`src/rtl/strap_pkg.sv`:
```
package strap_pkg;
  typedef enum logic [1:0] {
    ST_IDLE   = 2'd0,
    ST_WINDOW = 2'd1,
    ST_LIVE   = 2'd2
  } strap_state_t;
endpackage

```
`src/rtl/strap_sync.sv`:
```
module strap_sync #(
  parameter int STAGES = 2
) (
  input  logic clk,
  input  logic rst,
  input  logic d,
  output logic q
);
  logic [STAGES-1:0] shreg;

  always_ff @(posedge clk) begin
    if (rst) shreg <= '0;
    else     shreg <= {shreg[STAGES-2:0], d};
  end

  assign q = shreg[STAGES-1];
endmodule

```
`src/rtl/strap_window_timer.sv`:
```
module strap_window_timer
  import strap_pkg::*;
#(
  parameter int WINDOW_CYCLES = 28636
) (
  input  logic clk,
  input  logic rst,
  input  logic pwr_good,
  output logic win_end,
  output logic live
);
  localparam int CNT_W = $clog2(WINDOW_CYCLES + 1);
  localparam logic [CNT_W-1:0] LAST = CNT_W'(WINDOW_CYCLES - 1);

  strap_state_t     state;
  logic [CNT_W-1:0] cnt;

  // The window closes on the WINDOW_CYCLES-th edge with supply good.
  assign win_end = pwr_good && (state == ST_WINDOW) && (cnt == LAST);
  assign live    = (state == ST_LIVE);

  always_ff @(posedge clk) begin
    if (rst || !pwr_good) begin
      state <= ST_IDLE;
      cnt   <= '0;
    end else begin
      case (state)
        ST_IDLE: begin
          state <= ST_WINDOW;
          cnt   <= CNT_W'(1);
        end
        ST_WINDOW: begin
          if (cnt == LAST) state <= ST_LIVE;
          else             cnt   <= cnt + CNT_W'(1);
        end
        default: state <= ST_LIVE;
      endcase
    end
  end
endmodule

```
`src/rtl/strap_capture.sv`:
```
module strap_capture (
  input  logic clk,
  input  logic rst,
  input  logic pwr_good,
  input  logic capture,
  input  logic strap_lvl,
  output logic sel_q,
  output logic oe_q
);
  always_ff @(posedge clk) begin
    if (rst || !pwr_good) begin
      sel_q <= 1'b0;
      oe_q  <= 1'b0;
    end else if (capture) begin
      sel_q <= strap_lvl;
      oe_q  <= 1'b1;
    end
  end
endmodule

```
`src/rtl/strap_clk_ctrl.sv`:
```
module strap_clk_ctrl #(
  parameter int WINDOW_CYCLES = 28636,
  parameter int SYNC_STAGES   = 2
) (
  input  logic clk,
  input  logic rst,
  input  logic pwr_good,
  input  logic pin_in,
  input  logic src_48,
  input  logic src_24,
  output logic pin_oe,
  output logic done,
  output logic sel_24m,
  output logic comp_out
);
  logic pin_sync;
  logic win_end;
  logic live;

  strap_sync #(.STAGES(SYNC_STAGES)) u_sync (
    .clk (clk),
    .rst (rst),
    .d   (pin_in),
    .q   (pin_sync)
  );

  strap_window_timer #(.WINDOW_CYCLES(WINDOW_CYCLES)) u_timer (
    .clk      (clk),
    .rst      (rst),
    .pwr_good (pwr_good),
    .win_end  (win_end),
    .live     (live)
  );

  strap_capture u_cap (
    .clk       (clk),
    .rst       (rst),
    .pwr_good  (pwr_good),
    .capture   (win_end),
    .strap_lvl (pin_sync),
    .sel_q     (sel_24m),
    .oe_q      (pin_oe)
  );

  assign done     = live;
  assign comp_out = live & (sel_24m ? src_24 : src_48);
endmodule

```
`config.mk`:
```
export PLATFORM = sky130hd
export DESIGN_NAME = strap_clk_ctrl
export DESIGN_NICKNAME = d
export VERILOG_FILES = /design/src/rtl/strap_pkg.sv /design/src/rtl/strap_sync.sv /design/src/rtl/strap_window_timer.sv /design/src/rtl/strap_capture.sv /design/src/rtl/strap_clk_ctrl.sv
export SDC_FILE = /design/constraint.sdc
export NUM_CORES = 1
export LEC_CHECK = 0
export BUFFER_PORTS_ARGS = -buffer_cell sky130_fd_sc_hd__buf_2
export CORE_MARGIN = 5
export CORE_UTILIZATION = 45
export DETAILED_ROUTE_END_ITERATION = 12
export PLACE_DENSITY = 0.69
export SLEW_MARGIN = 20
export SYNTH_ARGS = -nofsm -noshare
export SYNTH_HDL_FRONTEND = slang
export SYNTH_HIERARCHICAL = 1
export SYNTH_SLANG_ARGS = --single-unit
export TNS_END_PERCENT = 10
```
`constraint.sdc`:
```
create_clock -name clk -period 3.12 [get_ports clk]
set_input_delay 0.624 -clock clk [delete_from_list [all_inputs] [get_ports clk]]
set_output_delay 0.624 -clock clk [all_outputs]
set_load 0.01 [all_outputs]
```
* Word level (Yosys, flattened, before mapping)
Index checks and enable logic that the tools add are counted.
Word-level totals: register bits 21, word-level logic and storage cells 24
Cells by class: add/sub/neg operators 1, equality and inequality tests 5, mux-type cells 5, bitwise logic cells 1, reductions and logical operators 7
Operators by type and width (count):
- $pmux 15 s2 | 1
- $add 15x1->15 const B | 1
- $eq 15x15->1 const B | 1
- $mux 15 | 1
- $ne 2x2->1 const B | 2
- $pmux 2 s2 | 1
- $eq 2x1->1 const B | 1
- $eq 2x2->1 const B | 1
- $logic_and 1x1->1 | 2
- $logic_not 2->1 | 1
- $mux 2 | 1
- $reduce_and 2->1 | 1
- $reduce_bool 2->1 | 1
- $and 1x1->1 | 1
- $logic_not 1->1 | 1
- $logic_or 1x1->1 | 1
- $mux 1 | 1

* Longest topological paths before layout
depth after elaboration 3, depth in mapped cells 7

* Modules after synthesis
Netlist, hierarchy kept.
Modules (own cells, without submodules):
- strap_window_timer | instances 1, cells an instance 123, area an instance 1013.5 µm², seq. area each 340.3 µm²
- strap_capture | instances 1, cells an instance 7, area an instance 67.6 µm², seq. area each 40.0 µm²
- strap_sync | instances 1, cells an instance 4, area an instance 52.6 µm², seq. area each 40.0 µm²
- strap_clk_ctrl | instances 1, cells an instance 2, area an instance 16.3 µm², seq. area each 0.0 µm²

* Worst setup path before layout
Ideal clock, no wire load.
kind reg-to-reg, from reg u_timer.cnt[0], to reg u_timer.cnt[14], setup time 0.122 ns, data arrival time 1.650 ns, setup slack 1.348 ns, stages on the path, launching flop included 6, buffers on the path 0, clock period less this slack 1.772 ns, path through dfxtp_1 -> ha_1 -> nand3_1 -> or4_1 -> and4_1 -> a221o_1
On the way: longest elaborated chain between the ends 3, elaborated cells on any way between the ends 6, those cells by class add/sub (1); eq/ne (2); mux (2); reduce/logical (1)
Ends and longest elaborated chain:
- start: declaration | line strap_window_timer.sv:16 | logic [CNT_W-1:0] cnt;
- start signal: assignment | line strap_window_timer.sv:34 | else cnt <= cnt + CNT_W'(1);
- $add 15x1->15 or $eq 15x15->1 (tied branches) | line strap_window_timer.sv:34, strap_window_timer.sv:33
- $mux 15 or $ne 2x2->1 (tied branches)
- $pmux 15 s2 or $reduce_and 2->1 (tied branches)
Several ways; a longest one is shown, not always the timed one. The select of a mux whose other input is x is not followed. A chain may end at the register's enable or synchronous reset.

* Final worst setup path
from reg u_timer.cnt[0], to reg u_timer.cnt[7]
The elaborated chain is that of the path after synthesis.

==> summary.md <==
| Metric | Value |
|---|---|
| MaxCap Viol Count | `0` |
| Number of fillers in the final layout | `about 230` |
| Pre-CTS worst setup slack | `896 ps` |
| RSZ-0062 raised after global routing | `no` |
| Detailed placer's ending HPWL | `1760 µm` |
| Number of enable-type register cells in the synthesized netlist | `0` |
| Starting DRC count in detailed routing | `37` |
| Buffers on Ports | `9` |
| Row count | `18` |
| Synthesized area per cell | `8.45 µm²` |
| Proportion of power drawn by the clock network | `between 30% and 40%` |
| Synthesis warning total | `6` |
| Layout-stage area growth over the synthesis result | `5.55%` |
| Number of failing setup endpoints in the final timing report | `0` |
| Fin nets | `between 100 and 150` |
| Count leader, synth | `sky130_fd_sc_hd__dfxtp_1` |
| Number of diodes | `0` |
| CTS resizes | `0` |
| Tightest slew margin relative to the limit | `a little over two thirds` |
| Horizontal extent of the die | `between 60 and 70 µm` |
| Cell Area, Synth | `around 0.0011 mm²` |
| Wire length of the first global-routing pass | `~4300 µm` |
| Tightest Hold Check Type | `reg2reg` |
| Placer Congestion | `~0.9` |
| Routed via count | `1039` |
| Placeable core area | `0.00245 mm²` |
| Net Sw Power | `0.0000969 W` |
| Setup repair bufs after CTS | `0` |
| Final period demand of the worst path | `2290 ps` |
| Initial Util | `46.8%` |
| Endpoint type of the worst setup path | `flip-flop` |
| Internal | `~0.00032 W` |
| Clock latency on the worst-skew pair | `300 ps` |
| PD cells | `~350 mW/mm²` |
| Vias per std cell | `approximately 6.1` |
| Kind of launch point of the worst setup path | `flip-flop` |
| Number of antenna violations at the first check in global routing | `0` |
| Skew final | `roughly 2.7 ps` |
| Switching part of the total power | `a little under a quarter` |
| Register bit total from synthesis | `21` |
| Pin slew with the least headroom to its limit | `~450 ps` |
| Vertical extent of the die | `slightly above 60 µm` |
| Ratio of cells with drive above 1 in the final layout | `between 10% and 20%` |
| Count of unique library cells instantiated by Yosys | `41` |
| Synth Flop Type | `sky130_fd_sc_hd__dfxtp_1` |
| Setup_tns | `0 ps` |
| Die area | `~0.0037 mm²` |
| Average wire per cell in the routed design | `between 10 and 15 µm` |
| Async S/R FF share, synth | `0%` |
| Maximum number of pins on one net before global-route repair | `15` |
| Run status | `finished clean` |
| Total nets after synthesis | `143` |
| # DRC | `0` |
| Logic pwr share | `3.4%` |
| CTS tree | `yes` |
| Number of buffers inserted during clock tree synthesis | `3` |
| Library cell occupying the most area in the post-synthesis netlist | `sky130_fd_sc_hd__dfxtp_1` |
| Number of buffers on the longest clock path | `2` |
| IR drop worst, VDD | `between 0.2 and 0.25 mV` |
| IO Pins | `10` |
| Global-route congestion overflow total | `0` |
| Routed Antenna Nets | `0` |
| Clock edge transition at the registers on the reported setup and hold paths | `120 ps` |
| Top achievable clock speed | `between 0.4 and 0.5 GHz` |
| Root Buffer Master | `sky130_fd_sc_hd__clkbuf_4` |
| Data arrival, critical path | `2490 ps` |
| Number of levels the H-tree was split into | `1` |
| Type of the worst setup path | `reg2reg` |
| Number of clock sinks seen by CTS | `21` |
| Number of endpoints with negative hold slack in the final report | `0` |
| Number of instances in the synthesized netlist | `about 140` |
| Largest fanout of any net on the critical path | `11` |
| Post-CTS Hold Buffers | `0` |
| Standby leakage power | `0.436 nW` |
| Sequential-to-total area share from yosys stat | `36.6%` |
| Part of the total power dissipated in sequential elements | `about two thirds` |
| Overall global routing resource usage | `between 15 and 20%` |
| Most used standard cells in the synthesized netlist | `sky130_fd_sc_hd__dfxtp_1 (21), sky130_fd_sc_hd__nand2_1 (11), sky130_fd_sc_hd__nor2_1 (10), sky130_fd_sc_hd__nand3_1 (8), sky130_fd_sc_hd__and4_1 (7)` |
| Count of final max-slew check failures | `0` |
| CP Data Required Time | `around 3300 ps` |
| Via count of the first global-routing pass | `around 1000` |
| DR pass1 iterations | `4` |
| Wire length reported by the detailed router | `between 2000 and 2500 µm` |
| Fraction of the cycle the final worst path needs | `73.5%` |
| Least setup slack across all paths after layout | `between 800 and 900 ps` |
| Biggest area contributors in the synthesized netlist | `sky130_fd_sc_hd__dfxtp_1 (37%), sky130_fd_sc_hd__and4_1 (5.3%), sky130_fd_sc_hd__a221o_1 (4.4%), sky130_fd_sc_hd__nand2_1 (3.6%), sky130_fd_sc_hd__nand3_1 (3.5%)` |
| Top-area cell type share of the netlist area | `36.6%` |
through the flow:
stage | total power (W) | std cells | hold slack (ps) | util, % | cell area, µm²
6_report | 0.000422 | 170 | 463 | 49.4 | 1210
5_1_grt | 0.000441 | 170 | 485 | 49.4 | 1210
4_1_cts | 0.000430 | 170 | 464 | 49.4 | 1210
3_5_place_dp | 0.000294 | 166 | 446 | 48.3 | 1190
3_3_place_gp | 0.000294 | 166 | 429 | 48.3 | 1190
2_1_floorplan | 0.000289 | 136 | 414 | - | 1150
kinds of logic after synthesis:
| family | share of synthesized area (%) |
|---|---|
| flops | 36.6 |
| compound gates | 16.6 |
| buf+inv | 5.00 |
| fa+ha+maj | 1.09 |
| xor+xnor | 0.762 |
| simple gates | 37.3 |
| mux | 2.61 |
per-layer routing:
metal / track usage [%] / wire, µm / vias to the layer above
met4: 4.33 / 13 / 0
met3: 2.55 / 73 / 2
li1: - / - / 524
met2: 23.9 / 1160 / 19
met5: 0 / 0 / -
met1: 21.1 / 1120 / 494
sequential cells by signal, summed over array words and instances, names as in the netlist:
register and count:
u_timer/cnt 15, u_timer/state 2, u_cap/oe_q 1, u_cap/sel_q 1, u_sync/shreg 2
final timing paths:
path	to	cells after the start	startpoint	slack, ps
max	u_timer/cnt[7]	5	u_timer/cnt[0]	830
min	u_sync/shreg[1]	1	u_sync/shreg[0]	460
max reg2reg	u_timer/cnt[7]	5	u_timer/cnt[0]	830
min reg2reg	u_sync/shreg[1]	1	u_sync/shreg[0]	460
layout make-up:
cell class                 instances  area, µm²  share of cell area [%]
clock inverter                     1       5.00                   0.412
tap                               30       37.5                    3.09
clock buffer                       3       22.5                    1.86
timing repair buffer               9       45.0                    3.71
sequential                        21        420                    34.6
multi-input combinational        103        672                    55.4
inverter                           3       11.3                   0.928
placed cells by master (no fill, tap or decap), types with 2 or more instances in the layout:
cell,Yosys,final
sky130_fd_sc_hd__dfxtp_1,21,21
sky130_fd_sc_hd__nand2_1,11,11
sky130_fd_sc_hd__nor2_1,10,10
sky130_fd_sc_hd__buf_2,4,9
sky130_fd_sc_hd__nand3_1,8,8
sky130_fd_sc_hd__and4_1,7,7
sky130_fd_sc_hd__nor2b_1,5,5
sky130_fd_sc_hd__nand4_1,5,5
sky130_fd_sc_hd__a21oi_1,5,5
sky130_fd_sc_hd__a221o_1,5,5
sky130_fd_sc_hd__o21ai_0,4,4
sky130_fd_sc_hd__mux2i_1,3,3
sky130_fd_sc_hd__clkbuf_4,0,3
sky130_fd_sc_hd__nand2b_1,3,3
sky130_fd_sc_hd__inv_1,3,3
sky130_fd_sc_hd__nor3_1,3,3
sky130_fd_sc_hd__nor4_1,3,3
sky130_fd_sc_hd__or4_1,3,3
sky130_fd_sc_hd__o21a_1,2,2
sky130_fd_sc_hd__nor3b_1,2,2
sky130_fd_sc_hd__and4b_1,2,2
sky130_fd_sc_hd__a22o_1,2,2
sky130_fd_sc_hd__and3_1,2,2
sky130_fd_sc_hd__a31oi_1,2,2
power groups by stage:
stage | logic (W) | registers, W | clock network (W)
finish | 0.0000142 | 0.000274 | 0.000133
global route | 0.0000163 | 0.000275 | 0.000149
CTS | 0.0000142 | 0.000274 | 0.000141
detailed placement | 0.0000141 | 0.000280 | 0
global placement | 0.0000136 | 0.000280 | 0
floorplan | 0.0000108 | 0.000278 | 0
critical path, cell delays in order, from the launching register on:
cell                      delay, ps
sky130_fd_sc_hd__dfxtp_1        460
sky130_fd_sc_hd__ha_1           320
sky130_fd_sc_hd__and4b_1        220
sky130_fd_sc_hd__nand4_1        360
sky130_fd_sc_hd__and2_0         460
sky130_fd_sc_hd__a221o_1        380
(Power assumes the default switching activity.)
